### src/rtl/modexp_pkg.sv
package modexp_pkg;

  // Operand pair applied to the shared multiplier
  typedef enum logic [2:0] {
    OP_MK = 3'd0,   // message x domain constant
    OP_K1 = 3'd1,   // domain constant x one
    OP_QQ = 3'd2,   // accumulator squared
    OP_QP = 3'd3,   // accumulator x base
    OP_Q1 = 3'd4    // accumulator x one (domain exit)
  } opsel_e;

  typedef struct packed {
    logic   loadIn;
    logic   mulGo;
    opsel_e opSel;
    logic   loadP;
    logic   loadQ;
    logic   loadRes;
  } strobe_t;

  typedef enum logic [2:0] {
    ST_IDLE = 3'd0,
    ST_PREP = 3'd1,
    ST_PREQ = 3'd2,
    ST_SQR  = 3'd3,
    ST_MUL  = 3'd4,
    ST_POST = 3'd5,
    ST_FIX  = 3'd6,
    ST_FIN  = 3'd7
  } state_e;

endpackage

### src/rtl/mont_mul.sv
module mont_mul #(
  parameter int W = 16
) (
  input  logic         clk,
  input  logic         rstN,
  input  logic         go,
  input  logic [W:0]   xIn,
  input  logic [W:0]   yIn,
  input  logic [W-1:0] nIn,
  output logic         fin,
  output logic [W:0]   prod
);
  localparam int ITER = W + 2;
  localparam int CW   = $clog2(ITER + 1);
  localparam int AW   = W + 3;

  logic [AW-1:0] acc;
  logic [W+1:0]  xSh;
  logic [W:0]    yR;
  logic [W-1:0]  nR;
  logic [CW-1:0] cnt;
  logic          run;

  logic          xBit, qBit;
  logic [AW-1:0] addY, addN, sum;

  always_comb begin
    xBit = xSh[0];
    qBit = acc[0] ^ (xBit & yR[0]);
    addY = xBit ? AW'(yR) : '0;
    addN = qBit ? AW'(nR) : '0;
    sum  = acc + addY + addN;
  end

  always_ff @(posedge clk or negedge rstN) begin
    if (!rstN) begin
      acc <= '0;
      xSh <= '0;
      yR  <= '0;
      nR  <= '0;
      cnt <= '0;
      run <= 1'b0;
      fin <= 1'b0;
    end else begin
      fin <= 1'b0;
      if (go) begin
        acc <= '0;
        xSh <= {1'b0, xIn};
        yR  <= yIn;
        nR  <= nIn;
        cnt <= '0;
        run <= 1'b1;
      end else if (run) begin
        acc <= sum >> 1;
        xSh <= xSh >> 1;
        cnt <= cnt + 1'b1;
        if (cnt == CW'(ITER - 1)) begin
          run <= 1'b0;
          fin <= 1'b1;
        end
      end
    end
  end

  assign prod = acc[W:0];

endmodule

### src/rtl/modexp_ctrl.sv
module modexp_ctrl
  import modexp_pkg::*;
#(
  parameter int EW = 16,
  localparam int BW = (EW > 1) ? $clog2(EW) : 1
) (
  input  logic          clk,
  input  logic          rstN,
  input  logic          start,
  input  logic          mulFin,
  input  logic          expBit,
  output strobe_t       strb,
  output logic [BW-1:0] bitIdx,
  output logic          done
);
  state_e state;
  logic   issued;

  always_comb begin
    strb       = '0;
    strb.opSel = OP_MK;
    unique case (state)
      ST_IDLE: strb.loadIn = start;
      ST_PREP: begin
        strb.opSel = OP_MK;
        strb.mulGo = !issued;
        strb.loadP = issued && mulFin;
      end
      ST_PREQ: begin
        strb.opSel = OP_K1;
        strb.mulGo = !issued;
        strb.loadQ = issued && mulFin;
      end
      ST_SQR: begin
        strb.opSel = OP_QQ;
        strb.mulGo = !issued;
        strb.loadQ = issued && mulFin;
      end
      ST_MUL: begin
        strb.opSel = OP_QP;
        strb.mulGo = !issued;
        strb.loadQ = issued && mulFin;
      end
      ST_POST: begin
        strb.opSel = OP_Q1;
        strb.mulGo = !issued;
        strb.loadQ = issued && mulFin;
      end
      ST_FIX:  strb.loadRes = 1'b1;
      default: ;
    endcase
  end

  assign done = (state == ST_FIN);

  always_ff @(posedge clk or negedge rstN) begin
    if (!rstN) begin
      state  <= ST_IDLE;
      issued <= 1'b0;
      bitIdx <= '0;
    end else begin
      unique case (state)
        ST_IDLE: if (start) begin
          state  <= ST_PREP;
          issued <= 1'b0;
          bitIdx <= BW'(EW - 1);
        end
        ST_PREP, ST_PREQ, ST_SQR, ST_MUL, ST_POST: begin
          if (!issued) begin
            issued <= 1'b1;
          end else if (mulFin) begin
            issued <= 1'b0;
            case (state)
              ST_PREP: state <= ST_PREQ;
              ST_PREQ: state <= ST_SQR;
              ST_SQR: begin
                if (expBit)              state <= ST_MUL;
                else if (bitIdx == '0)   state <= ST_POST;
                else begin
                  bitIdx <= bitIdx - 1'b1;
                  state  <= ST_SQR;
                end
              end
              ST_MUL: begin
                if (bitIdx == '0) state <= ST_POST;
                else begin
                  bitIdx <= bitIdx - 1'b1;
                  state  <= ST_SQR;
                end
              end
              default: state <= ST_FIX;
            endcase
          end
        end
        ST_FIX:  state <= ST_FIN;
        default: state <= ST_IDLE;
      endcase
    end
  end

endmodule

### src/rtl/modexp_dp.sv
module modexp_dp
  import modexp_pkg::*;
#(
  parameter int W  = 16,
  parameter int EW = 16,
  localparam int BW = (EW > 1) ? $clog2(EW) : 1
) (
  input  logic          clk,
  input  logic          rstN,
  input  strobe_t       strb,
  input  logic [BW-1:0] bitIdx,
  input  logic [W-1:0]  msgIn,
  input  logic [EW-1:0] expIn,
  input  logic [W-1:0]  modIn,
  input  logic [W-1:0]  rsqIn,
  input  logic [W:0]    mulProd,
  output logic [W:0]    opA,
  output logic [W:0]    opB,
  output logic [W-1:0]  modOut,
  output logic          expBit,
  output logic [W-1:0]  result
);
  localparam logic [W:0] ONE = (W+1)'(1);

  logic [W-1:0]  msgR, modR, kR;
  logic [EW-1:0] expR;
  logic [W:0]    pReg, qReg;
  logic [W:0]    loopB;
  logic          qGeN;
  logic [W-1:0]  resNext;

  always_ff @(posedge clk or negedge rstN) begin
    if (!rstN) begin
      msgR   <= '0;
      expR   <= '0;
      modR   <= '0;
      kR     <= '0;
      pReg   <= '0;
      qReg   <= '0;
      result <= '0;
    end else begin
      if (strb.loadIn) begin
        msgR <= msgIn;
        expR <= expIn;
        modR <= modIn;
        kR   <= rsqIn;
      end
      if (strb.loadP)   pReg   <= mulProd;
      if (strb.loadQ)   qReg   <= mulProd;
      if (strb.loadRes) result <= resNext;
    end
  end

  // 2:1 selector for the loop's second operand
  assign loopB = (strb.opSel == OP_QP) ? pReg : qReg;

  always_comb begin
    unique case (strb.opSel)
      OP_MK:   begin opA = {1'b0, msgR}; opB = {1'b0, kR}; end
      OP_K1:   begin opA = {1'b0, kR};   opB = ONE;        end
      OP_Q1:   begin opA = qReg;         opB = ONE;        end
      default: begin opA = qReg;         opB = loopB;      end
    endcase
  end

  assign qGeN    = (qReg >= {1'b0, modR});
  assign resNext = qGeN ? (qReg[W-1:0] - modR) : qReg[W-1:0];
  assign modOut  = modR;
  assign expBit  = expR[bitIdx];

endmodule

### src/rtl/modexp_core.sv
module modexp_core
  import modexp_pkg::*;
#(
  parameter int WIDTH = 16,
  parameter int EXPW  = 16,
  localparam int BW = (EXPW > 1) ? $clog2(EXPW) : 1
) (
  input  logic             clk,
  input  logic             rstN,
  input  logic             start,
  input  logic [WIDTH-1:0] msgIn,
  input  logic [EXPW-1:0]  expIn,
  input  logic [WIDTH-1:0] modIn,
  input  logic [WIDTH-1:0] rsqIn,
  output logic             done,
  output logic [WIDTH-1:0] result
);
  strobe_t          strb;
  logic [BW-1:0]    bitIdx;
  logic             expBit, mulFin, mulGo;
  logic [WIDTH:0]   opA, opB, mulProd;
  logic [WIDTH-1:0] modLat;

  assign mulGo = strb.mulGo;

  modexp_ctrl #(.EW(EXPW)) i_ctrl (
    .clk(clk), .rstN(rstN), .start(start), .mulFin(mulFin),
    .expBit(expBit), .strb(strb), .bitIdx(bitIdx), .done(done)
  );

  modexp_dp #(.W(WIDTH), .EW(EXPW)) i_dp (
    .clk(clk), .rstN(rstN), .strb(strb), .bitIdx(bitIdx),
    .msgIn(msgIn), .expIn(expIn), .modIn(modIn), .rsqIn(rsqIn),
    .mulProd(mulProd), .opA(opA), .opB(opB), .modOut(modLat),
    .expBit(expBit), .result(result)
  );

  mont_mul #(.W(WIDTH)) i_mul (
    .clk(clk), .rstN(rstN), .go(mulGo), .xIn(opA), .yIn(opB),
    .nIn(modLat), .fin(mulFin), .prod(mulProd)
  );

endmodule

### config.mk
export PLATFORM = sky130hd
export DESIGN_NAME = modexp_core
export DESIGN_NICKNAME = d
export VERILOG_FILES = /design/src/rtl/modexp_pkg.sv /design/src/rtl/mont_mul.sv /design/src/rtl/modexp_ctrl.sv /design/src/rtl/modexp_dp.sv /design/src/rtl/modexp_core.sv
export SDC_FILE = /design/constraint.sdc
export NUM_CORES = 1
export LEC_CHECK = 0
export BUFFER_PORTS_ARGS = -buffer_cell sky130_fd_sc_hd__clkbuf_2
export CORE_ASPECT_RATIO = 0.5
export CORE_MARGIN = 2
export CORE_UTILIZATION = 30
export DETAILED_ROUTE_END_ITERATION = 10
export PLACE_DENSITY = 0.45
export SETUP_SLACK_MARGIN = 0.05
export SYNTH_ARGS = -nofsm -noshare
export SYNTH_HDL_FRONTEND = slang
export SYNTH_SLANG_ARGS = --single-unit
### constraint.sdc
create_clock -name clk -period 4.32 [get_ports clk]
set_input_delay 0.216 -clock clk [delete_from_list [all_inputs] [get_ports clk]]
set_output_delay 0.216 -clock clk [all_outputs]
set_load 0.02 [all_outputs]
-- Word-level counts from Yosys, hierarchy flattened
Cells that the tools add are included.
- input bits: 67
- output and inout bits: 17
- flip-flop bits (word level): 199
- reductions and logical operators: 13
- muxes and demuxes: 43
- eq/ne operators: 16
- bitwise operators: 2
- order comparisons: 2
- add/subtract/negate cells: 5
- operators with widths (kind ; number):
    one-hot mux 17 bit (2 select lines) ; 2
    adder 19 bit ; 2
    2-to-1 mux 19 bit ; 2
    2-to-1 mux 18 bit ; 2
    2-to-1 mux 17 bit ; 2
    2-to-1 mux 16 bit ; 2
    2-to-1 mux 4 bit ; 5
    one-hot mux 4 bit (5 select lines) ; 1
    >= comparator 17 x 16 -> 1 bit ; 1
    one-hot mux 4 bit (2 select lines) ; 2
    subtractor 16 bit ; 1
    == test 3 bit (second input constant) ; 5
    2-to-1 mux 3 bit ; 5
    2-to-1 mux 1 bit ; 14
    one-hot mux 3 bit (4 select lines) ; 1
    2-to-1 mux 5 bit ; 2
    == test 3 x 2 -> 1 bit (second input constant) ; 3
    one-hot mux 3 bit (3 select lines) ; 1
    == test 3 x 1 -> 1 bit (second input constant) ; 2
    logical NOT 3 bit ; 2
    AND reduction 6 bit ; 1
    adder 5 x 1 -> 5 bit (second input constant) ; 1
    == test 5 bit (second input constant) ; 1
    < comparator 4 x 5 -> 1 bit (second input constant) ; 1
    18 further kinds ; 20

-- Logic depth before layout (Yosys ltp)
- depth after elaboration: 7
- mapped depth: 16
- depth with buffers taken out: 15

-- Modules after synthesis
A second synthesis with hierarchy kept.
- cells, all modules: 1071
- area total of the unflattened synthesis: 11242.0 µm²
- modules (own cells, without submodules) (module ; seq. area each (µm²) ; instances ; cells each ; area an instance (µm²)):
    modexp_dp ; 2852.7 ; 1 ; 552 ; 5939.4
    mont_mul ; 1876.8 ; 1 ; 439 ; 4673.2
    modexp_ctrl ; 200.2 ; 1 ; 80 ; 629.4

-- Worst setup path after synthesis
No wires, ideal clock.
- path kind: register to register
- start point: register i_mul.xSh[0]
- end point: register i_mul.acc[17]
- path buffers: 2
- setup slack: 0.472 ns
- stages on the path, launching flop included: 16
- arrival time: 3.696 ns
- setup time: 0.152 ns
- cells stage by stage: dfrtp_1 -> clkbuf_1 -> and2_1 -> xor2_1 -> clkbuf_1 -> nand2_1 -> fa_1 -> inv_1 -> ha_1 -> a21oi_1 -> nand2_1 -> or3_1 -> a21oi_1 -> a32oi_1 -> a2111oi_0 -> a2111oi_0
- cells in the longest elaborated chain, start to end: 6
- elaborated cells between the ends (all ways): 8
- ends and longest elaborated chain (what ; line ; RTL):
    start, declared ; mont_mul.sv:18 ; logic [W+1:0] xSh;
    start signal, assigned ; mont_mul.sv:48 ; xSh <= {1'b0, xIn};
    start signal, assigned ; mont_mul.sv:55 ; xSh <= xSh >> 1;
    parallel branches: the longest is 3 deep, another holds adder 19 bit ; n/a ;
    adder 19 bit (*) ; mont_mul.sv:32 ; sum = acc + addY + addN;
    2-to-1 mux 19 bit (*) ; mont_mul.sv:53 ; end else if (run) begin
    2-to-1 mux 19 bit (*) ; mont_mul.sv:46 ; if (go) begin
    end signal, assigned ; mont_mul.sv:54 ; acc <= sum >> 1;
    end, declared ; mont_mul.sv:17 ; logic [AW-1:0] acc;
Mark *: on every way between the ends. The select of a mux whose other input is x is not followed.
A chain may end at the register's enable or synchronous reset.

-- Worst setup path in the final report
- start point: register i_mul.yR[0]
- end point: register i_mul.acc[17]
- cells in the longest elaborated chain, start to end: 6
- elaborated cells between the ends (all ways): 8
- ends and longest elaborated chain (what ; line ; RTL):
    start, declared ; mont_mul.sv:19 ; logic [W:0] yR;
    start signal, assigned ; mont_mul.sv:49 ; yR <= yIn;
    parallel branches: the longest is 3 deep, another holds adder 19 bit ; n/a ;
    adder 19 bit (*) ; mont_mul.sv:32 ;
    2-to-1 mux 19 bit (*) ; mont_mul.sv:53 ;
    2-to-1 mux 19 bit (*) ; mont_mul.sv:46 ;
Marks and branches as above.

==> run metrics <==
Slew HR=between 30% and 40%; row count=49; number of synthesized flops with an enable pin=0; vias in the first global route=roughly 8.6k; cell taking the most area after synthesis=dfrtp_1; Netlist cell types=64; root buf cell=clkbuf_16; die area=37,700 um2; Async SR Flop Fraction=100%; r2r setup slk=0.61 ns; setup bufs post-CTS=0; commonest cells in the netlist=nand2_1, dfrtp_1, inv_1, a21oi_1, nor2_1; clk_skew=0.0147 ns; synthesized instance count=1,152; initial antenna violation count=1; height of the die=138 um; post-DR vias/cell=roughly 5; TritonCTS Buffers=17; Finish-stage setup viols=0; final wirelength=32,100 um; max-cap violation count=0; register area share after synthesis=45.6%; initial drt markers=553; drt drc=0; Worst path slowest cell=fa_1; placer's final routability congestion estimate=0.840; largest cells by area after synthesis=dfrtp_1, nand2_1, ha_1; Final nets=approximately 1.4k; Ys Warns=0; Main synth FF type=dfrtp_1; top-count cell post-synth=nand2_1; htree depth=4; n_diodes=0; net count after synthesis=around 1.3k; Power Dens Cells=284 nW/um2; clk buf depth=2; CP Launch Type=flop; status=finished, final reports clean; worst setup margin=just over 0.6 ns; dpl cells=1,678; Lkg Pwr=6.49 nW; synthesis-stage register bit count=slightly below 200; area share of the largest cell type after synthesis=45.6%; DR vias=8,777; Max Slew Vio Count=0; Worst-path clk slew=approximately 0.070 ns; hpwl dp=23,100 um; largest stage delay on the critical path=roughly 0.52 ns; Clock Latency Late Sink=0.45 ns; top-level I/O count=84; global-route wire length before repair=50,400 um; Mapped Area=10,800 um2; dpl ws=0.619 ns; Port-buffer cells=83; Die W=272 um; DRT antenna net count=0; total clock sinks=197; buffer and inverter count on the worst path=2; post-route clock period utilization=between 80% and 90%; CTS tree=built; largest net degree at the start of global routing=114; Hold Fails Final Rpt=0; core area=35,700 um2; worst hold path type=primary input to flop; Worst path top cell family by delay=compound AO/OA/AOI/OAI gates; crit end category=flop; sum of negative setup slack=0 ns; worst-margin pin slew=0.963 ns; total grt overflow=0; worst-path cell chain=and2_1 -> xor2_1 -> buf_4 -> nand2_1 -> fa_1 -> inv_1 -> ha_1 -> a21oi_1 -> nand2_1 -> or3_1 -> a21oi_1 -> a32oi_1 -> a2111oi_0 -> a2111oi_0; CP Data Required Time=~4.6 ns; CP Max Fanout=16; Layout Cells excl Fill=1,774; CP Class=flop to flop; FMAX=~270 MHz; Area Growth Syn to Fin=20.6%; crit path DAT=3.99 ns; layout cells sized above 1=between 10% and 20%; Pre-antenna DRT Iters=5; Avg Cell Area, Syn=9.39 um2; Starting Density=between 30% and 40%; worst vdd ir=slightly below 0.3 mV; Routed wire per std cell=between 15 and 20 um; min cycle time layout=3.71 ns; RSZ-0062 raised after global routing=false; Total GRT Usage=17.6%
[state kept, by name, summed over array words and instances (netlist names)]
| register | count |
|---|---|
| i_mul.nR | 16 |
| i_ctrl.bitIdx | 4 |
| i_ctrl.issued | 1 |
| i_dp.kR | 16 |
| i_dp.modOut | 16 |
| i_dp.msgR | 16 |
| i_dp.qReg | 17 |
| i_ctrl.state | 3 |
| i_mul.fin | 1 |
| i_mul.yR | 17 |
| i_dp.expR | 16 |
| i_mul.acc | 18 |
| i_mul.cnt | 5 |
| i_dp.result | 16 |
| i_mul.run | 1 |
| i_mul.xSh | 17 |
| i_dp.pReg | 17 |
[layout by cell type (no fill, tap or decap), drive strengths merged, types with 7 or more instances in the layout]
cell         count
ha              38
a221oi          15
clkbuf         104
a211oi          36
o21ai           68
nand2          248
dfrtp          197
a21oi           69
nor2            60
xor2             9
mux2i           35
nand3           12
a22oi           15
buf             22
dlygate4sd3     64
a21o            20
fa              17
a22o            17
a31oi            7
nor2b            9
and2            12
xnor2           17
mux2            32
inv             84
[cell type report]
class	instances	area, um2
clock buffer	21	470
clock inverter	11	164
fill	3682	22600
inverter	79	297
multi-input combinational	813	5330
sequential	197	4930
tap	484	606
timing repair buffer	169	1240
[layer usage]
layer	wire, um	up-vias	global-route usage, %
met2	13400	181	24.4
met3	1770	17	3.94
met5	0	-	0
li1	-	4229	-
met1	16500	4350	27.2
met4	395	0	4.31
[power breakdown]
part	internal (mW)	switching [mW]
Sequential	1.84	0
Clock	0.975	0.772
Combinational	0.0619	0.0562
[logic make-up after synthesis]
kind of cell | count (synthesis) | synth area share, %
AO/OA/AOI/OAI | 278 | 16.9
XOR/XNOR | 26 | 2.11
adder cells (fa/ha/maj) | 55 | 7.55
buffers and inverters | 142 | 5.18
flip-flops | 197 | 45.6
multiplexers | 72 | 7.61
AND/OR/NAND/NOR | 382 | 15.0
[worst min-delay path: stages]
cell,delay (ns)
clkbuf_2,0.09
nand2_1,0.08
o21ai_0,0.09
[what timing repair did]
item	in CTS	in global routing
endpoints found under the hold margin	175	0
gates resized for setup	0	0
hold buffers	64	0
[worst paths after layout]
path	depth (start not counted)	end	startpoint
setup / recovery	14	i_mul.acc[17]	i_mul.yR[0]
hold / removal	3	i_dp.modOut[1]	modIn[1]
setup reg to reg	14	i_mul.acc[17]	i_mul.yR[0]
hold reg to reg	2	i_dp.expR[9]	i_dp.expR[9]
max in group asynchronous	3	i_mul.nR[8]	rstN
min in group asynchronous	2	i_dp.result[5]	rstN
[through the flow]
step | hold slack (ns) | utilization [%] | power (mW) | cell area, um2
2_1_floorplan | -0.0796 | - | 1.88 | 10800
3_3_place_gp | 0.408 | 33.0 | 1.95 | 11800
3_5_place_dp | 0.412 | 33.0 | 1.95 | 11800
4_1_cts | 0.0517 | 36.5 | 3.75 | 13000
5_1_grt | 0.0789 | 36.5 | 3.85 | 13000
6_report | 0.0723 | 36.5 | 3.71 | 13000
(Power assumes the default switching activity.)
